File: config.mk
export PLATFORM = sky130hd
export DESIGN_NAME = rx_stat_wdog
export DESIGN_NICKNAME = d
export VERILOG_FILES = /design/src/rtl/rsw_pkg.sv /design/src/rtl/rsw_rst_sync.sv /design/src/rtl/rsw_cfg_reg.sv /design/src/rtl/rsw_timer.sv /design/src/rtl/rsw_flag.sv /design/src/rtl/rx_stat_wdog.sv
export SDC_FILE = /design/constraint.sdc
export NUM_CORES = 1
export LEC_CHECK = 0
export CORE_MARGIN = 1.5
export CORE_UTILIZATION = 51
export DETAILED_ROUTE_END_ITERATION = 8
export DONT_BUFFER_PORTS = 1
export GPL_ROUTABILITY_DRIVEN = 0
export GPL_TIMING_DRIVEN = 0
export PLACE_DENSITY = 0.64
export SLEW_MARGIN = 20
export SYNTH_ARGS = -nofsm -noshare
export SYNTH_HDL_FRONTEND = slang
export SYNTH_SLANG_ARGS = --single-unit
File: constraint.sdc
create_clock -name clk -period 2.2 [get_ports clk]
set_input_delay 0.11 -clock clk [delete_from_list [all_inputs] [get_ports clk]]
set_output_delay 0.11 -clock clk [all_outputs]
set_load 0.01 [all_outputs]
File: src/rtl/rsw_pkg.sv
package rsw_pkg;
  localparam int unsigned CNT_W = 8;
  localparam int unsigned PRE_W = 8;
  localparam int unsigned REG_W = 32;

  typedef struct packed {
    logic arm;
    logic cancel;
  } tmr_ctl_t;
endpackage

File: src/rtl/rsw_rst_sync.sv
module rsw_rst_sync #(
  parameter int unsigned STAGES = 2
) (
  input  logic clk,
  input  logic rst_n,
  output logic rst_sync_n
);
  logic [STAGES-1:0] chain_q;
  logic [STAGES-1:0] chain_d;

  always_comb chain_d = {chain_q[STAGES-2:0], 1'b1};

  always_ff @(posedge clk or negedge rst_n) begin
    if (!rst_n) chain_q <= '0;
    else        chain_q <= chain_d;
  end

  assign rst_sync_n = chain_q[STAGES-1];
endmodule

File: src/rtl/rsw_cfg_reg.sv
module rsw_cfg_reg
  import rsw_pkg::*;
#(
  parameter int unsigned CW = CNT_W,
  parameter int unsigned RW = REG_W
) (
  input  logic          clk,
  input  logic          rst_n,
  input  logic          wr_en,
  input  logic [CW-1:0] wr_count,
  output logic [CW-1:0] cnt_q,
  output logic [RW-1:0] rd_data
);
  localparam int unsigned PAD_W = RW - CW;
  logic [CW-1:0] cnt_d;

  always_comb cnt_d = wr_count;

  always_ff @(posedge clk or negedge rst_n) begin
    if (!rst_n)     cnt_q <= '0;
    else if (wr_en) cnt_q <= cnt_d;
  end

  assign rd_data = {{PAD_W{1'b0}}, cnt_q};
endmodule

File: src/rtl/rsw_timer.sv
module rsw_timer
  import rsw_pkg::*;
#(
  parameter int unsigned CW = CNT_W,
  parameter int unsigned PW = PRE_W
) (
  input  logic          clk,
  input  logic          rst_n,
  input  logic [CW-1:0] cnt_q,
  input  tmr_ctl_t      ctl,
  output logic          running,
  output logic          expire
);
  localparam logic [PW-1:0] PRE_LAST = {PW{1'b1}};
  localparam logic [CW-1:0] DN_ONE   = CW'(1);

  logic          run_q, run_d;
  logic [PW-1:0] pre_q, pre_d;
  logic [CW-1:0] dn_q, dn_d;
  logic          tick, upd_en, cnt_zero;

  assign cnt_zero = (cnt_q == '0);
  assign tick     = run_q && (pre_q == PRE_LAST);
  assign upd_en   = run_q | ctl.arm | ctl.cancel;

  always_comb begin
    run_d  = run_q;
    pre_d  = pre_q;
    dn_d   = dn_q;
    expire = 1'b0;
    if (ctl.cancel || cnt_zero) begin
      run_d = 1'b0;
    end else if (ctl.arm) begin
      run_d = 1'b1;
      pre_d = '0;
      dn_d  = cnt_q;
    end else if (run_q) begin
      pre_d = pre_q + PW'(1);
      if (tick) begin
        if (dn_q == DN_ONE) begin
          expire = 1'b1;
          run_d  = 1'b0;
        end else begin
          dn_d = dn_q - DN_ONE;
        end
      end
    end
  end

  always_ff @(posedge clk or negedge rst_n) begin
    if (!rst_n) begin
      run_q <= 1'b0;
      pre_q <= '0;
      dn_q  <= '0;
    end else if (upd_en) begin
      run_q <= run_d;
      pre_q <= pre_d;
      dn_q  <= dn_d;
    end
  end

  assign running = run_q;
endmodule

File: src/rtl/rsw_flag.sv
module rsw_flag (
  input  logic clk,
  input  logic rst_n,
  input  logic set_auto,
  input  logic set_tmo,
  input  logic clr,
  output logic flag
);
  logic flag_q, flag_d, flag_en;

  assign flag_en = set_auto | set_tmo | clr;

  always_comb begin
    if (set_auto || set_tmo) flag_d = 1'b1;
    else if (clr)            flag_d = 1'b0;
    else                     flag_d = flag_q;
  end

  always_ff @(posedge clk or negedge rst_n) begin
    if (!rst_n)       flag_q <= 1'b0;
    else if (flag_en) flag_q <= flag_d;
  end

  assign flag = flag_q;
endmodule

File: src/rtl/rx_stat_wdog.sv
module rx_stat_wdog
  import rsw_pkg::*;
(
  input  logic             clk,
  input  logic             rst_n,
  input  logic             wr_en,
  input  logic [CNT_W-1:0] wr_count,
  output logic [REG_W-1:0] rd_data,
  input  logic             frm_done,
  input  logic             frm_suppr,
  input  logic             auto_set,
  input  logic             flag_clr,
  output logic             rs_flag
);
  logic             rst_sync_n;
  logic [CNT_W-1:0] cnt_q;
  logic             tmr_run;
  logic             expire;
  tmr_ctl_t         ctl;

  rsw_rst_sync #(.STAGES(2)) u_rst (
    .clk(clk), .rst_n(rst_n), .rst_sync_n(rst_sync_n)
  );

  rsw_cfg_reg #(.CW(CNT_W), .RW(REG_W)) u_cfg (
    .clk(clk), .rst_n(rst_sync_n), .wr_en(wr_en), .wr_count(wr_count),
    .cnt_q(cnt_q), .rd_data(rd_data)
  );

  always_comb begin
    ctl.cancel = auto_set;
    ctl.arm    = frm_done & frm_suppr;
  end

  rsw_timer #(.CW(CNT_W), .PW(PRE_W)) u_tmr (
    .clk(clk), .rst_n(rst_sync_n), .cnt_q(cnt_q), .ctl(ctl),
    .running(tmr_run), .expire(expire)
  );

  rsw_flag u_flag (
    .clk(clk), .rst_n(rst_sync_n), .set_auto(auto_set), .set_tmo(expire),
    .clr(flag_clr), .flag(rs_flag)
  );
endmodule

==> flow_summary.json <==
{
  "status": "finished, violations left",
  "violations": "negative hold slack",
  "core_area_sq_mm": 0.00308,
  "antenna_found_initial": 0,
  "overflow": 0,
  "worstReg2RegStart": "u_cfg.cnt_q[6]",
  "die_h_um": 60.3,
  "critical_path.endpoint_type": "flip-flop",
  "fin_tns_setup_ns": 0,
  "rsz0062_at_grt": "false",
  "dp_hpwl_mm": 2.59,
  "cp-start-kind": "flip-flop",
  "crit_required_ns": 2.44,
  "yosysMostFrequentCell": "dfrtp_1",
  "viasPerCell": 5.19,
  "synth.largest_area_cell": "dfrtp_1",
  "worstRegToRegCells": 4,
  "start_util_pct": 54.4,
  "synthArstFlopShare_pct": 100,
  "ys_warn_count": 0,
  "ys_ff_latch": 28,
  "grt_pass1_vias": 1258,
  "synth_area_sq_mm": 0.00167,
  "synthFlopType": "dfrtp_1",
  "crit_family": "simple AND/OR/NAND/NOR gates",
  "syn_inst": 175,
  "worstMarginPinSlew_ns": 0.556,
  "r2r-end": "u_flag.flag",
  "area_growth_pct": 19.2,
  "path_buf_inv": 1,
  "fin_crit_ns": 2.06,
  "crit_chain": "or4_1 -> nor2_2 -> o221ai_1 -> dlygate4sd3_1",
  "cp.arrival_ns": 2.30,
  "h-tree-depth": 1,
  "setup_viol": 0,
  "synth_cell_types": 42,
  "drc_errors": 0,
  "final_area_sq_mm": 0.00200,
  "crit_end": "u_flag.flag",
  "vias": 1338,
  "synth_edf_count": 0,
  "hold_viol_final": 1,
  "pin_count": 48,
  "clock_skew_ns": 0.0125,
  "grt_max_degree": 27,
  "timing.setup.critical_path_class": "flip-flop to flip-flop",
  "cts_made_buffers": 3,
  "p_leak_nw": 0.910,
  "postCtsSetupBuffers": 0,
  "cts.sinks": 28,
  "cts_buffer_depth": 2,
  "hp-class": "primary input to flip-flop",
  "num_rows": 20,
  "holdWs_ns": -0.00229,
  "synth_area_leaders": "dfrtp_1 (42%), buf_4 (11%), mux2_2 (5.4%), nor2_1 (2.9%), nand2_1 (2.5%)",
  "slew_headroom_pct": 62.9,
  "ant_nets": 0,
  "place_ws_ns": 0.324,
  "cp-startpoint": "u_cfg.cnt_q[6]",
  "fillers": 271,
  "cp_num_cells": 4,
  "grt_usage_pct": 21.8,
  "ff2ff_setup_slack_ns": 0.14,
  "synth_top_area_share_pct": 41.9,
  "netlist_top_cells_count": "dfrtp_1 (28), buf_4 (24), nor2_1 (13), nand2_1 (11)",
  "root_buffer": "clkbuf_4",
  "critPathMaxFanout": 4,
  "dieArea_sq_mm": 0.00364,
  "dr.pass1.iters": 4,
  "min_path_cells": 2,
  "slowest_delay_ns": 0.62,
  "drv_cap": 0,
  "clk_latency_ns": 0.35,
  "maxSlewViolCount": 0,
  "die_x_um": 60.3,
  "power_density_mw_per_mm2": 643,
  "syn_area_per_cell_sq_um": 9.57,
  "period_share_pct": 93.9,
  "grt_pass1_wl_mm": 5.79,
  "cts_tree": "yes",
  "wl_mm": 3.55,
  "diodes": 0,
  "ir_drop_mv": 0.669,
  "yosysSeqAreaShare_pct": 41.9,
  "nNetsFinal": 233,
  "drt-wirelength-per-cell_um": 13.8,
  "clk_pin_slew_ns": 0.17,
  "placed_cell_area_sq_mm": 0.00182,
  "slowest_stage": "or4_1",
  "fmax_ghz": 0.484,
  "worst_slack_ns": 0.135,
  "layout-drive-gt1-share_pct": 22.9,
  "drt-initial-drc-count": 40,
  "port_buffers": 0
}
==> layer usage <==
metal | routed length (um) | vias up | global-route usage [%]
met2 | 1690 | 62 | 36.5
met1 | 1520 | 619 | 28.0
met3 | 290 | 4 | 4.11
li1 | - | 653 | -
met4 | 45 | 0 | 7.62
met5 | 0 | - | 0
==> worst reg2reg max path, delay by kind of cell (launching register included) <==
kind | cells | cell delay, ns
AOI/OAI and AO/OA | 1 | 0.14
buffers and inverters | 1 | 0.57
DFF | 1 | 0.47
and+or+nand+nor | 2 | 0.80
==> per-stage QoR <==
stage	power, mW	util, %	cells
floorplan	0.862	-	198
global placement	0.909	59.0	242
detailed placement	0.920	59.0	242
CTS	1.28	64.6	258
global route	1.35	64.8	258
finish	1.28	64.8	258
==> where the power goes <==
part | total [mW] | internal [mW] | switching (mW)
registers | 0.680 | 0.580 | 0.100
logic | 0.252 | 0.130 | 0.122
clock network | 0.350 | 0.185 | 0.166
total | 1.28 | 0.895 | 0.388
==> state kept, by name (all words and copies together), names as in the netlist <==
name           cells
u_cfg.cnt_q        8
u_tmr.dn_q         8
u_tmr.pre_q        8
u_rst.chain_q      2
u_flag.flag        1
u_tmr.running      1
==> what timing repair did <==
item                       4_1_cts  5_1_grt
setup endpoints to repair        0        1
gates resized for setup          0        1
hold buffers                    12        0
hold endpoints to repair        13        0
==> area by class of cell <==
class / count / area (sq um) / area share [%]
Multi-Input combinational cell: 133 / 813 / 40.8
Sequential cell: 28 / 702 / 35.2
Buffer: 30 / 226 / 11.3
Timing Repair Buffer: 12 / 120 / 6.02
Tap cell: 44 / 55.1 / 2.76
Clock inverter: 1 / 30.0 / 1.50
Inverter: 7 / 26.3 / 1.32
Clock buffer: 3 / 22.5 / 1.13
==> worst min-delay path by stage <==
stage / from / end / slack, ns
4_1_cts: auto_set / u_tmr.running / 0.003
3_3_place_gp: rst_n / u_rst.chain_q[0] / -0.19
2_1_floorplan: rst_n / u_rst.chain_q[0] / -0.19
3_5_place_dp: rst_n / u_rst.chain_q[1] / -0.19
6_report: auto_set / u_tmr.running / -0.002
5_1_grt: auto_set / u_tmr.running / 0.004
==> cell families after synthesis <==
kind of cell    synth area share [%]
compound gates                  14.1
buf+inv                         15.1
other cells                    0.449
mux                             5.38
fa+ha+maj                       2.24
simple gates                    19.8
flops                           41.9
xor+xnor                        1.05
==> layout by cell type, fill, tap and decap left out, types with 3 or more instances in the layout <==
master and count:
a21oi_1 4, a31oi_1 5, buf_4 24, buf_6 3, clkbuf_4 3, conb_1 25
dfrtp_1 27, dlygate4sd3_1 12, ha_1 3, inv_1 7, mux2_2 8, nand2_1 11
nand3_1 8, nand4_1 5, nor2_1 13, nor3_1 7, o21ai_0 8
Note: power is estimated with default switching activity, not from simulation.
